==> src/rtl/cfg_host_pkg.sv <==
package cfg_host_pkg;
  typedef enum logic [2:0] {
    ST_IDLE,
    ST_RST,
    ST_WAIT,
    ST_DATA,
    ST_INIT,
    ST_DONE,
    ST_ERR
  } cfg_state_e;

  localparam int unsigned SECURE_BEATS = 4;
endpackage

==> src/rtl/cfg_dclk_gen.sv <==
module cfg_dclk_gen #(
  parameter int unsigned HALF = 2
) (
  input  logic clk_i,
  input  logic rst_ni,
  input  logic en_i,
  input  logic clr_i,
  output logic dclk_o,
  output logic cyc_end_o
);
  localparam int unsigned PH_W = (HALF > 1) ? $clog2(HALF) : 1;
  localparam logic [PH_W-1:0] PH_LAST = PH_W'(HALF - 1);

  logic [PH_W-1:0] ph_q;
  logic            hi_q;

  always_ff @(posedge clk_i or negedge rst_ni) begin
    if (!rst_ni) begin
      ph_q <= '0;
      hi_q <= 1'b0;
    end else if (clr_i || !en_i) begin
      ph_q <= '0;
      hi_q <= 1'b0;
    end else if (ph_q == PH_LAST) begin
      ph_q <= '0;
      hi_q <= ~hi_q;
    end else begin
      ph_q <= ph_q + 1'b1;
    end
  end

  assign dclk_o    = hi_q;
  assign cyc_end_o = en_i && !clr_i && hi_q && (ph_q == PH_LAST);


  edge_needs_run_chk: assert property (@(posedge clk_i) disable iff (!rst_ni)
    $rose(hi_q) |-> $past(en_i));
endmodule

==> src/rtl/cfg_host_fsm.sv <==
module cfg_host_fsm
  import cfg_host_pkg::*;
#(
  parameter int unsigned NCFG_LOW_CYC     = 8,
  parameter int unsigned STAT_TIMEOUT_CYC = 1000,
  parameter int unsigned INIT_DCLKS       = 16
) (
  input  logic       clk_i,
  input  logic       rst_ni,
  input  logic       start_i,
  input  logic       retry_i,
  input  logic       mode_i,
  input  logic [7:0] s_data_i,
  input  logic       s_valid_i,
  output logic       s_ready_o,
  input  logic       status_i,
  input  logic       done_i,
  input  logic       cyc_end_i,
  output logic       run_o,
  output logic       clr_o,
  output logic       ncfg_o,
  output logic [7:0] data_o,
  output logic       err_o,
  output logic       done_o
);
  localparam int unsigned MAX_A   = (NCFG_LOW_CYC > STAT_TIMEOUT_CYC) ? NCFG_LOW_CYC : STAT_TIMEOUT_CYC;
  localparam int unsigned CNT_MAX = (MAX_A > INIT_DCLKS) ? MAX_A : INIT_DCLKS;
  localparam int unsigned CNT_W   = $clog2(CNT_MAX + 1);
  localparam logic [CNT_W-1:0] LOW_END  = CNT_W'(NCFG_LOW_CYC - 1);
  localparam logic [CNT_W-1:0] TO_END   = CNT_W'(STAT_TIMEOUT_CYC - 1);
  localparam logic [CNT_W-1:0] INIT_END = CNT_W'(INIT_DCLKS - 1);
  localparam logic [1:0]       BEAT_END = 2'(SECURE_BEATS - 1);

  cfg_state_e       state_q;
  logic [CNT_W-1:0] cnt_q;
  logic [1:0]       beat_q;
  logic             run_q;
  logic             mode_q;
  logic [7:0]       data_q;

  logic in_load, stat_lost, beat_last, slot_bnd, begin_run;

  always_comb begin
    in_load   = (state_q == ST_DATA) || (state_q == ST_INIT);
    stat_lost = in_load && !status_i;
    beat_last = !mode_q || (beat_q == BEAT_END);
    slot_bnd  = (state_q == ST_DATA) && (!run_q || (cyc_end_i && beat_last));
    s_ready_o = slot_bnd && status_i && !done_i;
    begin_run = (((state_q == ST_IDLE) || (state_q == ST_DONE)) && start_i) ||
                ((state_q == ST_ERR) && retry_i);
  end

  always_ff @(posedge clk_i or negedge rst_ni) begin
    if (!rst_ni) begin
      state_q <= ST_IDLE;
      cnt_q   <= '0;
      beat_q  <= '0;
      run_q   <= 1'b0;
      mode_q  <= 1'b0;
      data_q  <= '0;
    end else if (begin_run) begin
      state_q <= ST_RST;
      cnt_q   <= '0;
      run_q   <= 1'b0;
      mode_q  <= mode_i;
    end else begin
      unique case (state_q)
        ST_RST: begin
          if (cnt_q == LOW_END) begin
            state_q <= ST_WAIT;
            cnt_q   <= '0;
          end else begin
            cnt_q <= cnt_q + 1'b1;
          end
        end
        ST_WAIT: begin
          if (status_i) begin
            state_q <= ST_DATA;
            run_q   <= 1'b0;
            beat_q  <= '0;
          end else if (cnt_q == TO_END) begin
            state_q <= ST_ERR;
          end else begin
            cnt_q <= cnt_q + 1'b1;
          end
        end
        ST_DATA: begin
          if (stat_lost) begin
            state_q <= ST_ERR;
            run_q   <= 1'b0;
          end else if (slot_bnd) begin
            if (done_i) begin
              state_q <= ST_INIT;
              run_q   <= 1'b1;
              cnt_q   <= '0;
            end else if (s_valid_i) begin
              data_q <= s_data_i;
              run_q  <= 1'b1;
              beat_q <= '0;
            end else begin
              run_q <= 1'b0;
            end
          end else if (cyc_end_i) begin
            beat_q <= beat_q + 1'b1;
          end
        end
        ST_INIT: begin
          if (stat_lost) begin
            state_q <= ST_ERR;
            run_q   <= 1'b0;
          end else if (cyc_end_i) begin
            if (cnt_q == INIT_END) begin
              state_q <= ST_DONE;
              run_q   <= 1'b0;
            end else begin
              cnt_q <= cnt_q + 1'b1;
            end
          end
        end
        ST_IDLE, ST_DONE, ST_ERR: ;
        default: state_q <= ST_IDLE;
      endcase
    end
  end

  assign run_o  = run_q;
  assign clr_o  = stat_lost;
  assign ncfg_o = (state_q != ST_RST);
  assign data_o = data_q;
  assign err_o  = (state_q == ST_ERR);
  assign done_o = (state_q == ST_DONE);


  ready_needs_status_chk: assert property (@(posedge clk_i) disable iff (!rst_ni)
    s_ready_o |-> status_i);

  done_quiet_chk: assert property (@(posedge clk_i) disable iff (!rst_ni)
    done_o |-> (!s_ready_o && !run_o));

  err_quiet_chk: assert property (@(posedge clk_i) disable iff (!rst_ni)
    err_o |-> (!s_ready_o && !run_o));
endmodule

==> src/rtl/cfg_host_seq.sv <==
module cfg_host_seq #(
  parameter int unsigned DCLK_DIV         = 4,
  parameter int unsigned NCFG_LOW_CYC     = 8,
  parameter int unsigned STAT_TIMEOUT_CYC = 1000,
  parameter int unsigned INIT_DCLKS       = 16
) (
  input  logic       clk_i,
  input  logic       rst_ni,
  input  logic       start_i,
  input  logic       retry_i,
  input  logic       mode_i,
  input  logic [7:0] s_data_i,
  input  logic       s_valid_i,
  output logic       s_ready_o,
  output logic       ncfg_o,
  input  logic       status_i,
  input  logic       done_i,
  output logic       dclk_o,
  output logic [7:0] data_o,
  output logic       err_o,
  output logic       done_o
);
  localparam int unsigned HALF = (DCLK_DIV < 2) ? 1 : DCLK_DIV / 2;

  logic run, clr, cyc_end;

  cfg_dclk_gen #(.HALF(HALF)) i_dclk_gen (
    .clk_i     (clk_i),
    .rst_ni    (rst_ni),
    .en_i      (run),
    .clr_i     (clr),
    .dclk_o    (dclk_o),
    .cyc_end_o (cyc_end)
  );

  cfg_host_fsm #(
    .NCFG_LOW_CYC     (NCFG_LOW_CYC),
    .STAT_TIMEOUT_CYC (STAT_TIMEOUT_CYC),
    .INIT_DCLKS       (INIT_DCLKS)
  ) i_fsm (
    .clk_i     (clk_i),
    .rst_ni    (rst_ni),
    .start_i   (start_i),
    .retry_i   (retry_i),
    .mode_i    (mode_i),
    .s_data_i  (s_data_i),
    .s_valid_i (s_valid_i),
    .s_ready_o (s_ready_o),
    .status_i  (status_i),
    .done_i    (done_i),
    .cyc_end_i (cyc_end),
    .run_o     (run),
    .clr_o     (clr),
    .ncfg_o    (ncfg_o),
    .data_o    (data_o),
    .err_o     (err_o),
    .done_o    (done_o)
  );


  data_hold_hi_chk: assert property (@(posedge clk_i) disable iff (!rst_ni)
    dclk_o |-> $stable(data_o));

  accept_low_chk: assert property (@(posedge clk_i) disable iff (!rst_ni)
    (s_ready_o && s_valid_i) |=> !dclk_o);

  pulse_no_clk_chk: assert property (@(posedge clk_i) disable iff (!rst_ni)
    !ncfg_o |-> (!dclk_o && !s_ready_o));

  err_no_clk_chk: assert property (@(posedge clk_i) disable iff (!rst_ni)
    err_o |-> !dclk_o);
endmodule

==> config.mk <==
export PLATFORM = sky130hd
export DESIGN_NAME = cfg_host_seq
export DESIGN_NICKNAME = d
export VERILOG_FILES = /design/src/rtl/cfg_host_pkg.sv /design/src/rtl/cfg_dclk_gen.sv /design/src/rtl/cfg_host_fsm.sv /design/src/rtl/cfg_host_seq.sv
export SDC_FILE = /design/constraint.sdc
export NUM_CORES = 1
export LEC_CHECK = 0
export ABC_AREA = 1
export BUFFER_PORTS_ARGS = -buffer_cell sky130_fd_sc_hd__buf_2
export CAP_MARGIN = 30
export CORE_UTILIZATION = 33
export DETAILED_ROUTE_END_ITERATION = 8
export PLACE_DENSITY = 0.53
export SYNTH_ARGS = -nofsm -noshare
export SYNTH_HDL_FRONTEND = slang
export SYNTH_SLANG_ARGS = --single-unit
==> constraint.sdc <==
create_clock -name clk_i -period 2.75 [get_ports clk_i]
set_input_delay 0.4125 -clock clk_i [delete_from_list [all_inputs] [get_ports clk_i]]
set_output_delay 0.4125 -clock clk_i [all_outputs]
set_load 0.01 [all_outputs]
# == After elaboration in Yosys (flattened, before gate mapping) ==
# Cells that the tools add are included.
# word_totals
latch_bits,0
mem_bits_rw,0
mem_bits_ro,0
memories,0
elab_cells,122
register_bits,27
# op_classes
shifts,0
muxes,43
bitwise,4
order_cmp,0
div_mod_pow,0
n_mul,0
n_eq_ne,32
reduce_logical,32
n_addsub,3
# op_table
op,count
$mux W10,10
$pmux W10 S4,1
$mux W3,10
$ne A3 B2 Y1 const B,7
$ne A3 B1 Y1 const B,5
$pmux W3 S5,1
$reduce_and A7 Y1,2
$mux W1,13
$mux W2,6
$ne A4 B2 Y1 const B,3
$add A10 B1 Y10 const B,1
$eq A10 B10 Y1 const B,1
$eq A10 B3 Y1 const B,1
$eq A10 B4 Y1 const B,1
$logic_and A1 B1 Y1,10
$eq A3 B3 Y1 const B,3
$reduce_and A9 Y1,1
$ne A4 B3 Y1 const B,2
$eq A3 B2 Y1 const B,2
$logic_or A1 B1 Y1,6
$ne A3 B3 Y1 const B,2
$reduce_and A6 Y1,1
$logic_not A1 Y1,5
$reduce_and A5 Y1,1
14 further kinds,19

# == Logic depth before layout (Yosys ltp) ==
# logic_depth
depth_word,14
mapped_depth,12

# == Modules after synthesis ==
# From an unflattened synthesis, not the netlist that was laid out.
# unflattened
hier_cells,276
hier_area_um2,1835.5
# by_module_without_submodules
module,n_inst,seq_area_each_um2,area_per_inst_um2,cells_per_inst
cfg_host_fsm,1,625.6,1754.2,266
cfg_dclk_gen,1,50.0,81.3,10

# == Worst setup path after synthesis ==
# OpenSTA, ideal clock, no wires.
# synth_timing
kind,register to register
from,register i_fsm.cnt_q[0]
to,register i_fsm.cnt_q[3]
t_arrival_ns,1.496
path_slack_ns,1.137
path_buffers,1
path_stages_with_launch,10
cell_sequence,dfrtp_1 -> ha_1 -> nand2_1 -> nor2_4 -> nand4_1 -> o22ai_1 -> nor2_4 -> buf_4 -> nand3_1 -> nand2_1
# synth_via
elab_chain_cells,6
elab_cells_between_ends,15
# synth_rtl
item,line_no,rtl
"start, declared",cfg_host_fsm.sv:35,logic [CNT_W-1:0] cnt_q;
"start signal, assigned",cfg_host_fsm.sv:73,cnt_q <= cnt_q + 1'b1;
"start signal, assigned",cfg_host_fsm.sv:84,cnt_q <= cnt_q + 1'b1;
"start signal, assigned",cfg_host_fsm.sv:116,cnt_q <= cnt_q + 1'b1;
$add A10 B1 Y10,"cfg_host_fsm.sv:73, cfg_host_fsm.sv:84, cfg_host_fsm.sv:116",
$mux W10,cfg_host_fsm.sv:112,if (cnt_q == INIT_END) begin
$mux W10,cfg_host_fsm.sv:111,end else if (cyc_end_i) begin
$mux W10,cfg_host_fsm.sv:108,if (stat_lost) begin
$pmux W10 S4,cfg_host_fsm.sv:67,unique case (state_q)
$mux W10,cfg_host_fsm.sv:61,end else if (begin_run) begin
# Several ways; a longest one is shown, not always the timed one. The select of a mux whose other input is x is not followed.
# A chain may end at the register's enable or synchronous reset.

# == Worst setup path in the final report ==
# layout_timing
from,register i_fsm.state_q[2]
to,output port s_ready_o
# layout_via
elab_chain_cells,12
elab_cells_between_ends,13
# layout_rtl
item,line_no,rtl
"start, declared",cfg_host_fsm.sv:34,cfg_state_e state_q;
"start signal, assigned",cfg_host_fsm.sv:55,state_q <= ST_IDLE;
"start signal, assigned",cfg_host_fsm.sv:62,state_q <= ST_RST;
"start signal, assigned",cfg_host_fsm.sv:70,state_q <= ST_WAIT;
$eq A3 B2 Y1 / $eq A3 B3 Y1 (equally long branches),"cfg_host_fsm.sv:44, cfg_host_fsm.sv:47",
$logic_or A1 B1 Y1,cfg_host_fsm.sv:44,in_load = (state_q == ST_DATA) || (state_q == ST_INIT);
$logic_and A1 B1 Y1,cfg_host_fsm.sv:45,stat_lost = in_load && !status_i;
$logic_not A1 Y1,cfg_dclk_gen.sv:33,assign cyc_end_o = en_i && !clr_i && hi_q && (ph_q == PH_LAST);
$logic_and A1 B1 Y1 (3 in series),cfg_dclk_gen.sv:33,
$logic_and A1 B1 Y1,cfg_host_fsm.sv:47,slot_bnd = (state_q == ST_DATA) && (!run_q || (cyc_end_i && beat_last));
$logic_or A1 B1 Y1,cfg_host_fsm.sv:47,
$logic_and A1 B1 Y1 *,cfg_host_fsm.sv:47,
$logic_and A1 B1 Y1 * (2 in series),cfg_host_fsm.sv:48,s_ready_o = slot_bnd && status_i && !done_i;
"end, declared",cfg_host_seq.sv:14,"output logic s_ready_o,"
# Every way passes the cells marked *; elsewhere a longest branch is shown, timed or not.

==> flow_metrics.tcl <==
set metrics [dict create \
    grt_pass1_vias 1606 \
    ys_seq_area_share_pct 36.3 \
    synth-simple-area-share_pct 40.8 \
    coreArea_um2 5270 \
    finish.utilization_pct 39.2 \
    io_pins 29 \
    tightest_slew_ns 0.593 \
    grtUsageMet1_pct 22.1 \
    cts_resized 0 \
    die_h_um 77.1 \
    grt-busiest-layer "met2" \
    final.min_clock_period_ns 2.34 \
    setup_viol 0 \
    skew_ns 0.00265 \
    reg2reg_from "i_fsm.state_q[0]" \
    cts_max_level 1 \
    clk_pin_slew_ns 0.10 \
    clock-sinks 27 \
    slew_headroom_pct 60.5 \
    startpoint_type "flop" \
    p_sw_share_pct 47.6 \
    synthesis.nets 282 \
    diodes 0 \
    cts_buffer_depth 2 \
    drv_cap 0 \
    cp-end-kind "output port" \
    grt_pass1_wl_um 7530 \
    wl_per_cell_um 11.6 \
    hold_violations 0 \
    post-cts-setup-buffers 0 \
    synth_top_family_by_area "simple AND/OR/NAND/NOR gates" \
    hpwl_um 3180 \
    via_per_inst 4.71 \
    tns_ns 0 \
    p_leak_nw 1.09 \
    antenna_found_initial 0 \
    clockRootBuffer "clkbuf_8" \
    start_util_pct 35.3 \
    finalMaxSlewViolations 0 \
    min_path_type "input pin to async pin" \
    synthTopCellsByCount "76 x nand2_1, 31 x inv_1, 30 x nor2_1" \
    num_vias 1676 \
    fin_crit_sh_pct 85.0 \
    ir_worst_vdd_mv 0.443 \
    drive_gt1_share_pct 19.2 \
    async_flop_share_pct 100 \
    gp_congestion 0.820 \
    fmax_mhz 428 \
    synth_fa_ha_area_share_pct 1.34 \
    grt_max_degree 28 \
    antenna_left 0 \
    finalNonFillerCells 356 \
    critPathKind "flop to output port" \
    dieArea_um2 5950 \
    yosysTopAreaCell "dfrtp_1" \
    drc 0 \
    insertion_delay_ns 0.28 \
    drt_iter0_markers 93 \
    internal_power_mw 0.922 \
    synth_compound_area_share_pct 9.74 \
    seqPwrFrac_pct 36.0 \
    critPathLaunch "i_fsm.state_q[2]" \
    status "completed" \
    grtUsageMet2_pct 24.2 \
    p_comb_share_pct 50.5 \
    wirelength_um 4140 \
    p_per_area_nw_per_um2 851 \
    cp.required_ns 2.34 \
    port_buffers 28 \
    clock_power_share_pct 13.6 \
    cp_data_arrival_time_ns 1.93 \
    use_met3_pct 3.33 \
    synth_cells 264 \
    synth_seq_cells 27 \
    syn_area_per_cell_um2 7.05 \
    hold_buffers 0 \
    ys_types 32 \
    muxShareOfSynthArea_pct 0 \
    synth_xor_xnor_area_share_pct 1.41 \
    rsz0062_at_grt "no" \
    crit_fanout 11 \
    synth_enable_flop_cells 0 \
    die_w_um 77.1 \
    power_mw 1.76 \
    syn_area_um2 1860 \
    p_sw_mw 0.837 \
    cts_tree "built" \
    area_growth_pct 11.1 \
    synth_most_common_cell "nand2_1" \
    grt_usage_pct 15.7 \
    nets 305 \
    cts_buffers 3 \
    synth_top_area_share_pct 36.3 \
    synthTopCellsByArea "dfrtp_1 36%, nand2_1 15%, nand3_1 6.7%" \
    synth_top_flop_cell "dfrtp_1" \
    synth_warnings 0 \
    first_pass_iters 4 \
    dp.cells 352 \
    gr-total-overflow 0 \
    num_rows 26 \
]
-- cells by family after synthesis --
kind of cell	Yosys count
buffers and inverters	43
AOI/OAI and AO/OA	30
xor gates and xnor gates	3
and+or+nand+nor	159
adders and majority gates	2
DFF	27
-- worst max-delay path, stage by stage (launching register included) --
cell,delay [ns]
dfrtp_1,0.46
inv_2,0.14
nand3_2,0.24
nor2_1,0.41
nand2_1,0.13
a21oi_1,0.13
buf_2,0.14
-- layer usage --
metal	up-vias	wire [µm]
li1	890	-
met1	746	2100
met2	38	1820
met3	2	191
met4	0	29
met5	-	0
-- cell type report --
cell class	instances	area, µm²
clock buffer	3	41.3
clock inverter	1	7.51
fill	596	3200
inverter	33	124
multi-input combinational	194	992
sequential	27	676
tap	70	87.6
timing repair buffer	28	140
-- power groups by stage --
stage / logic (mW) / registers, mW / clock network [mW]
2_1_floorplan: 0.745 / 0.609 / 0
3_3_place_gp: 0.897 / 0.642 / 0
3_5_place_dp: 0.900 / 0.638 / 0
4_1_cts: 0.900 / 0.634 / 0.251
5_1_grt: 1.03 / 0.655 / 0.264
6_report: 0.888 / 0.633 / 0.239
-- state kept, by name, summed over array words and instances, names as in the netlist --
| register | flops |
|---|---|
| i_fsm.cnt_q | 10 |
| i_fsm.mode_q | 1 |
| i_fsm.run_o | 1 |
| i_dclk_gen.ph_q | 1 |
| i_fsm.data_o | 8 |
| i_fsm.state_q | 3 |
| i_dclk_gen.dclk_o | 1 |
| i_fsm.beat_q | 2 |
-- final timing paths --
path	endpoint	slack, ns	cells past startpoint
max	s_ready_o	0.41	6
min	i_fsm.run_o	0.12	1
max reg2reg	i_fsm.cnt_q[2]	0.76	10
min reg2reg	i_dclk_gen.ph_q	0.46	1
max in group asynchronous	i_fsm.data_o[7]	2.24	1
min in group clk_i	i_fsm.mode_q	0.35	3
-- metrics by stage --
stage | instance area, µm² | hold slack (ns) | setup slack (ns)
after global placement | 2020 | 0.443 | 0.703
after CTS | 2070 | 0.166 | 0.406
final | 2070 | 0.123 | 0.411
after floorplan | 1860 | 0.117 | 1.14
after global routing | 2070 | 0.197 | 0.249
after detailed placement | 2020 | 0.447 | 0.752
-- cell usage in the layout (no fill, tap or decap) --
cell type and count:
nand2_1 76, inv_1 31, nor2_1 30, buf_2 28, dfrtp_1 27, nand3_1 25
o21ai_1 9, nand2_2 7, nand4_1 6, o21ai_0 5, o211ai_1 4, or2_2 3
nand3_2 3, a21oi_1 3, clkbuf_8 3, inv_2 2, nor2_2 2, nand4_4 2
nor2_4 2, o22ai_1 2, o21a_1 2, xor2_1 2, a211oi_1 2, ha_1 2
o21ai_2 1, nand3_4 1, nor3_1 1, o31ai_1 1, xnor2_1 1, o21bai_1 1
nor4_1 1, clkinvlp_4 1
Note: power is estimated with default switching activity, not from simulation.
